### src/rtl/pcap_pkg.sv
package pcap_pkg;

    // width of the programmable decimation ratio field
    localparam int RATIO_W = 5;

    // number of flag bits stacked above the captured count
    localparam int FLAG_W = 3;

    typedef enum logic {
        EDGE_RISE = 1'b0,
        EDGE_FALL = 1'b1
    } edge_sel_e;

    // status carried next to every captured count
    typedef struct packed {
        logic valid;
        logic ovf;
        logic partial;
    } cap_flags_t;

    // bring a requested ratio into the supported window
    function automatic logic [RATIO_W-1:0] clamp_ratio(
        input logic [RATIO_W-1:0] req,
        input logic [RATIO_W-1:0] lo,
        input logic [RATIO_W-1:0] hi
    );
        if (req < lo) return lo;
        if (req > hi) return hi;
        return req;
    endfunction

endpackage

### src/rtl/pcap_edge_sync.sv
module pcap_edge_sync #(
    parameter int STAGES = 2
) (
    input  logic                 clk,
    input  logic                 rst,
    input  logic                 pin,
    input  pcap_pkg::edge_sel_e  sel,
    output logic                 edge_o
);
    import pcap_pkg::*;

    logic [STAGES-1:0] sh_q;
    logic [STAGES-1:0] sh_n;
    logic              prev_q;
    logic              rise;
    logic              fall;

    // synchronizer chain, first stage samples the pin
    for (genvar i = 0; i < STAGES; i++) begin : g_stage
        if (i == 0) begin : g_first
            assign sh_n[i] = pin;
        end else begin : g_next
            assign sh_n[i] = sh_q[i-1];
        end
    end

    always_ff @(posedge clk) begin
        if (rst) begin
            sh_q   <= '0;
            prev_q <= 1'b0;
        end else begin
            sh_q   <= sh_n;
            prev_q <= sh_q[STAGES-1];
        end
    end

    assign rise   = sh_q[STAGES-1] & ~prev_q;
    assign fall   = ~sh_q[STAGES-1] & prev_q;
    assign edge_o = (sel == EDGE_FALL) ? fall : rise;

    AST_SYNC_RISE_LAT: assert property (@(posedge clk) disable iff (rst)
        rise |-> $past(pin, STAGES));
    AST_SYNC_FALL_LAT: assert property (@(posedge clk) disable iff (rst)
        fall |-> !$past(pin, STAGES));
    AST_EDGE_SINGLE: assert property (@(posedge clk) disable iff (rst)
        rise |=> !rise);

endmodule

### src/rtl/pcap_prescaler.sv
module pcap_prescaler #(
    parameter int RATIO_W = 5
) (
    input  logic               clk,
    input  logic               rst,
    input  logic               clr,
    input  logic [RATIO_W-1:0] ratio,
    input  logic               edge_i,
    output logic               tick
);
    logic [RATIO_W-1:0] cnt_q;

    assign tick = edge_i && !clr && (cnt_q == ratio - 1'b1);

    always_ff @(posedge clk) begin
        if (rst || clr) begin
            cnt_q <= '0;
        end else if (edge_i) begin
            cnt_q <= tick ? '0 : cnt_q + 1'b1;
        end
    end

    AST_PS_BOUND: assert property (@(posedge clk) disable iff (rst)
        cnt_q < ratio);
    AST_PS_STEP: assert property (@(posedge clk) disable iff (rst)
        edge_i && !clr && !tick |=> cnt_q == $past(cnt_q) + 1'b1);
    AST_PS_WRAP: assert property (@(posedge clk) disable iff (rst)
        tick |=> cnt_q == '0);
    AST_PS_IGNORE: assert property (@(posedge clk) disable iff (rst)
        !edge_i && !clr |=> $stable(cnt_q));
    AST_PS_CFG_CLR: assert property (@(posedge clk) disable iff (rst)
        clr |=> cnt_q == '0);

endmodule

### src/rtl/pcap_timebase.sv
module pcap_timebase #(
    parameter int CNT_W = 32
) (
    input  logic                 clk,
    input  logic                 rst,
    input  logic                 clr,
    input  logic                 tick,
    input  logic                 rd_clr,
    output logic [CNT_W-1:0]     res_o,
    output pcap_pkg::cap_flags_t flags_o
);
    import pcap_pkg::*;

    localparam logic [CNT_W-1:0] MAXV = '1;

    logic [CNT_W-1:0] ctr_q;
    logic [CNT_W-1:0] res_q;
    cap_flags_t       flg_q;
    logic             fresh_q;
    logic             cap;

    assign cap = tick && !clr;

    always_ff @(posedge clk) begin
        if (rst) begin
            ctr_q   <= '0;
            res_q   <= '0;
            flg_q   <= '0;
            fresh_q <= 1'b1;
        end else if (clr) begin
            ctr_q   <= '0;
            fresh_q <= 1'b1;
            if (rd_clr) flg_q.valid <= 1'b0;
        end else if (cap) begin
            res_q         <= ctr_q;
            flg_q.valid   <= 1'b1;
            flg_q.ovf     <= (ctr_q == MAXV);
            flg_q.partial <= fresh_q;
            fresh_q       <= 1'b0;
            ctr_q         <= '0;
        end else begin
            if (ctr_q != MAXV) ctr_q <= ctr_q + 1'b1;
            if (rd_clr) flg_q.valid <= 1'b0;
        end
    end

    assign res_o   = res_q;
    assign flags_o = flg_q;

    AST_CTR_RESTART: assert property (@(posedge clk) disable iff (rst)
        cap |=> ctr_q == '0);
    AST_CTR_INC: assert property (@(posedge clk) disable iff (rst)
        !cap && !clr && ctr_q != MAXV |=> ctr_q == $past(ctr_q) + 1'b1);
    AST_CTR_SAT: assert property (@(posedge clk) disable iff (rst)
        !cap && !clr && ctr_q == MAXV |=> ctr_q == MAXV);
    AST_CAP_VALUE: assert property (@(posedge clk) disable iff (rst)
        cap |=> res_q == $past(ctr_q) && flg_q.valid);
    AST_OVF_HOLD: assert property (@(posedge clk) disable iff (rst)
        !cap |=> $stable(flg_q.ovf));
    AST_VALID_CLR: assert property (@(posedge clk) disable iff (rst)
        rd_clr && !cap |=> !flg_q.valid);
    AST_CFG_CLR: assert property (@(posedge clk) disable iff (rst)
        clr |=> ctr_q == '0);
    AST_RES_HOLD: assert property (@(posedge clk) disable iff (rst)
        !cap |=> $stable(res_q));

endmodule

### src/rtl/pcap_channel.sv
module pcap_channel #(
    parameter int CNT_W       = 32,
    parameter int SYNC_STAGES = 2,
    parameter int PS_MIN      = 25,
    parameter int PS_MAX      = 30,
    parameter int WORD_W      = CNT_W + pcap_pkg::FLAG_W
) (
    input  logic                          clk,
    input  logic                          rst,
    input  logic                          pin,
    input  logic                          cfg_hit,
    input  logic [pcap_pkg::RATIO_W-1:0]  cfg_ratio,
    input  logic                          cfg_fall,
    input  logic                          rd_clr,
    output logic [WORD_W-1:0]             word_o
);
    import pcap_pkg::*;

    localparam logic [RATIO_W-1:0] LO = RATIO_W'(PS_MIN);
    localparam logic [RATIO_W-1:0] HI = RATIO_W'(PS_MAX);

    logic [RATIO_W-1:0] ratio_q;
    edge_sel_e          sel_q;
    logic               edge_sel;
    logic               tick;
    logic [CNT_W-1:0]   res;
    cap_flags_t         flags;

    always_ff @(posedge clk) begin
        if (rst) begin
            ratio_q <= LO;
            sel_q   <= EDGE_RISE;
        end else if (cfg_hit) begin
            ratio_q <= clamp_ratio(cfg_ratio, LO, HI);
            sel_q   <= edge_sel_e'(cfg_fall);
        end
    end

    pcap_edge_sync #(.STAGES(SYNC_STAGES)) u_sync (
        .clk    (clk),
        .rst    (rst),
        .pin    (pin),
        .sel    (sel_q),
        .edge_o (edge_sel)
    );

    pcap_prescaler #(.RATIO_W(RATIO_W)) u_ps (
        .clk    (clk),
        .rst    (rst),
        .clr    (cfg_hit),
        .ratio  (ratio_q),
        .edge_i (edge_sel),
        .tick   (tick)
    );

    pcap_timebase #(.CNT_W(CNT_W)) u_tb (
        .clk     (clk),
        .rst     (rst),
        .clr     (cfg_hit),
        .tick    (tick),
        .rd_clr  (rd_clr),
        .res_o   (res),
        .flags_o (flags)
    );

    assign word_o = {flags, res};

    AST_RATIO_RANGE: assert property (@(posedge clk) disable iff (rst)
        ratio_q >= LO && ratio_q <= HI);

endmodule

### src/rtl/period_capture_top.sv
module period_capture_top #(
    parameter int NCH         = 4,
    parameter int CNT_W       = 32,
    parameter int SYNC_STAGES = 2,
    parameter int PS_MIN      = 25,
    parameter int PS_MAX      = 30,
    parameter int CH_W        = (NCH > 1) ? $clog2(NCH) : 1,
    parameter int WORD_W      = CNT_W + pcap_pkg::FLAG_W
) (
    input  logic                          clk,
    input  logic                          rst,
    input  logic [NCH-1:0]                pulse_in,
    input  logic                          cfg_wr,
    input  logic [CH_W-1:0]               cfg_ch,
    input  logic [pcap_pkg::RATIO_W-1:0]  cfg_ratio,
    input  logic                          cfg_fall,
    input  logic                          rd_en,
    input  logic [CH_W-1:0]               rd_ch,
    output logic [WORD_W-1:0]             rd_data,
    output logic                          rd_ack
);
    import pcap_pkg::*;

    logic [WORD_W-1:0] words [NCH];
    logic [WORD_W-1:0] sel_word;

    for (genvar i = 0; i < NCH; i++) begin : g_ch
        logic cfg_hit;
        logic rd_clr;

        assign cfg_hit = cfg_wr && (int'(cfg_ch) == i);
        assign rd_clr  = rd_en && (int'(rd_ch) == i);

        pcap_channel #(
            .CNT_W       (CNT_W),
            .SYNC_STAGES (SYNC_STAGES),
            .PS_MIN      (PS_MIN),
            .PS_MAX      (PS_MAX),
            .WORD_W      (WORD_W)
        ) u_ch (
            .clk       (clk),
            .rst       (rst),
            .pin       (pulse_in[i]),
            .cfg_hit   (cfg_hit),
            .cfg_ratio (cfg_ratio),
            .cfg_fall  (cfg_fall),
            .rd_clr    (rd_clr),
            .word_o    (words[i])
        );
    end

    always_comb begin
        sel_word = '0;
        for (int i = 0; i < NCH; i++) begin
            if (int'(rd_ch) == i) sel_word = words[i];
        end
    end

    always_ff @(posedge clk) begin
        if (rst) begin
            rd_data <= '0;
            rd_ack  <= 1'b0;
        end else begin
            rd_ack <= rd_en;
            if (rd_en) rd_data <= sel_word;
        end
    end

    AST_RD_ACK: assert property (@(posedge clk) disable iff (rst)
        rd_en |=> rd_ack);
    AST_RD_IDLE: assert property (@(posedge clk) disable iff (rst)
        !rd_en |=> !rd_ack && $stable(rd_data));

endmodule

### config.mk
export PLATFORM = sky130hd
export DESIGN_NAME = period_capture_top
export DESIGN_NICKNAME = d
export VERILOG_FILES = /design/src/rtl/pcap_pkg.sv /design/src/rtl/pcap_edge_sync.sv /design/src/rtl/pcap_prescaler.sv /design/src/rtl/pcap_timebase.sv /design/src/rtl/pcap_channel.sv /design/src/rtl/period_capture_top.sv
export SDC_FILE = /design/constraint.sdc
export NUM_CORES = 1
export LEC_CHECK = 0
export ABC_AREA = 1
export BUFFER_PORTS_ARGS = -buffer_cell sky130_fd_sc_hd__buf_2
export CORE_MARGIN = 3
export CORE_UTILIZATION = 63
export DETAILED_ROUTE_END_ITERATION = 7
export HOLD_SLACK_MARGIN = 0.15
export PLACE_DENSITY = 0.85
export SYNTH_ARGS = -nofsm -noshare
export SYNTH_HDL_FRONTEND = slang
export SYNTH_HIERARCHICAL = 1
export SYNTH_SLANG_ARGS = --single-unit
export TNS_END_PERCENT = 100
### constraint.sdc
create_clock -name clk -period 3 [get_ports clk]
set_clock_uncertainty 0.15 [all_clocks]
set_input_delay 0.3 -clock clk [delete_from_list [all_inputs] [get_ports clk]]
set_output_delay 0.3 -clock clk [all_outputs]
set_load 0.01 [all_outputs]
==> run metrics <==
WS Path Type=reg -> reg; CORE AREA=0.02809 mm²; clk sinks=364; Die Ht=175.8 µm; routed via count=17688; Die ar.=0.03090 mm²; P&R area growth vs syn=11.13%; first-pass GRT wire length=80.69 mm; r2r startpoint=g_ch[0].u_ch/ratio_q[0]$_SDFFE_PP1P_; WL final=49.58 mm; final setup vio count=0; Syn Area/Cell=6.620 µm²; vias in the first global route=16424; sequential cell area fraction in the yosys report=0.4013; die width=175.8 µm; TritonCTS Buffers=39; most common cell after layout, fill and taps aside=nand2_1; CTS root buffer=clkbuf_16; Hold Crit Depth=7; crit-path max FO=19; row count=61; Slew @ Worst Pin=0.8687 ns; Total Routing Usage GR=0.3150; Slew Viols, Final=0; worst hold endpoint=g_ch[2].u_ch/sel_q$_SDFFE_PP0P_; I/O Pins=54; clock-pin slew on the worst setup and hold paths=0.06 ns; hold_sp=cfg_ch[0]; clk_lat worst skew=0.54 ns; worst reg2reg setup slack=0.37 ns; postcts setup bufs=0; Static Leak=9.087 nW; largest net degree at the start of global routing=57; DR vias/cell=5.543; clock buffer depth=3; DR WL/cell=15.54 µm; DP HPWL=35.31 mm; Syn Inst Count=2743; placed instance area=0.01860 mm²; Min Hold Slack=0.1798 ns; Yosys reg bits=364; grt ovf=0; Initial Util=0.6466; period utilization=0.8781; Finished Layout Cells=3191; final hold violations=0; post-layout util=0.7186; VDD IR max=478.3 µV; Reg2Reg Depth=14; residual DRC count=0; routability cong.=1.005; status=finished clean; synth warn=6; RR Endpoint=g_ch[0].u_ch/u_tb/ctr_q[27]$_SDFFE_PP0P_; htree depth=2; max cap viols=0; total power per unit cell area=522.3 mW/mm²; Max Freq=379.6 MHz; Fillers=2289; pre-CTS setup slack=0.4538 ns; RSZ-0062 raised after global routing=false; commonest non-fill, non-tap cells in the layout=689 x nand2_1, 509 x nor2_1, 364 x dfxtp_1, 295 x inv_1, 219 x nand3_1; I/O Buffers=53; fraction of layout cells with a size suffix above 1=0.09456; Critical Path Source Type=flop; Data required, critical path=3.27 ns; Syn Std Cell Area=0.01816 mm²; Overall Power=10.54 mW; worst setup margin=0.3656 ns; n_diodes=0; CP Data Arrival Time=2.90 ns; Iter 0 DRT Violations=1685; cell total after placement=3104; minimum clock period=2.634 ns; post-synth cell types=30; Critical Path End Type=flop; Crit. Startpoint=g_ch[0].u_ch/ratio_q[0]$_SDFFE_PP1P_; initial antenna violation count=0; nets@finish=2816; CTS tree=yes; Final ANT Viol Nets=0; first-pass iteration count of the detailed router=6; final instance area=0.02018 mm²; Hold Crit Class=in -> reg; setup TNS=0 ns; Net Count, Synth=2773; Worst slew margin=0.4202
cells in the mapped netlist (all sizes together):
library cell,instances,area share
nor3,10,0.0028
nand3,260,0.083
nor2,539,0.12
dfxtp,364,0.40
a31oi,2,0.00069
a21oi,157,0.046
inv,313,0.065
nand4,5,0.0017
nand2,714,0.15
o21ai,204,0.056
ha,12,0.0083
buf,34,0.015
mux2i,4,0.0022
xor2,24,0.012
xnor2,34,0.016
or2,8,0.0028
clkbuf,55,0.012
clkinv,4,0.00083
final cells by class:
| cell class | count | area [µm²] | area share |
|---|---|---|---|
| Clock buffer | 54 | 1174 | 0.05815 |
| Tap cell | 378 | 473.0 | 0.02343 |
| Timing Repair Buffer | 91 | 623.1 | 0.03087 |
| Multi-Input combinational cell | 1973 | 9221 | 0.4569 |
| Clock inverter | 14 | 214.0 | 0.01060 |
| Sequential cell | 364 | 7287 | 0.3611 |
| Inverter | 317 | 1190 | 0.05896 |
worst max path at each step:
stage	depth (start not counted)	end
final	14	g_ch[0].u_ch/u_tb/ctr_q[27]$_SDFFE_PP0P_
after global routing	14	g_ch[0].u_ch/u_tb/ctr_q[13]$_SDFFE_PP0P_
after CTS	14	g_ch[0].u_ch/u_tb/ctr_q[27]$_SDFFE_PP0P_
after detailed placement	14	g_ch[0].u_ch/u_tb/ctr_q[27]$_SDFFE_PP0P_
after global placement	15	g_ch[3].u_ch/u_tb/res_o[2]$_SDFFE_PP0P_
after floorplan	14	g_ch[3].u_ch/u_tb/res_o[10]$_SDFFE_PP0P_
sequential cells by signal, indices dropped and copies added (netlist names):
register / count
g_ch.u_ch/sel_q: 4
g_ch.u_ch/u_sync/prev_q: 4
g_ch.u_ch/u_ps/cnt_q: 20
g_ch.u_ch/u_tb/flags_o: 12
g_ch.u_ch/u_tb/ctr_q: 128
g_ch.u_ch/ratio_q: 20
g_ch.u_ch/u_tb/res_o: 128
rd_ack: 1
rd_data: 35
g_ch.u_ch/u_tb/fresh_q: 4
g_ch.u_ch/u_sync/sh_q: 8
worst max-delay path, stage by stage, from the launching register on:
cell	delay (ns)
dfxtp_1	0.40
inv_1	0.10
ha_1	0.33
nand2_1	0.08
nand2_1	0.05
nor2_1	0.08
nand2_1	0.07
a21oi_2	0.13
nand2_2	0.10
inv_1	0.07
inv_1	0.06
nand2_1	0.12
clkinv_1	0.50
nand2_1	0.24
inv_1	0.06
power breakdown:
group	internal (mW)	switching, mW	total [mW]
logic	0.145	0.326	0.471
registers	4.88	0.0512	4.93
clock network	3.16	1.97	5.14
cell families after synthesis:
logic type,count (synthesis),synth area share
simple gates,1536,0.3654
buf+inv,406,0.09177
flops,364,0.4013
compound gates,363,0.1031
xor+xnor,58,0.02797
fa+ha+maj,12,0.008268
mux,4,0.002205
timing repair:
action | in CTS | in global routing
hold buffers | 19 | 0
hold endpoints to repair | 35 | 0
gates resized for setup | 0 | 0
per-layer routing:
| layer | vias up | GRT usage | wire length [µm] |
|---|---|---|---|
| met5 | - | 0 | 0 |
| met4 | 0 | 0.1363 | 2276 |
| met3 | 154 | 0.04475 | 3894 |
| met2 | 743 | 0.5136 | 22460 |
| met1 | 8132 | 0.4184 | 20950 |
| li1 | 8659 | - | - |
Note: power is estimated with default switching activity, not from simulation.
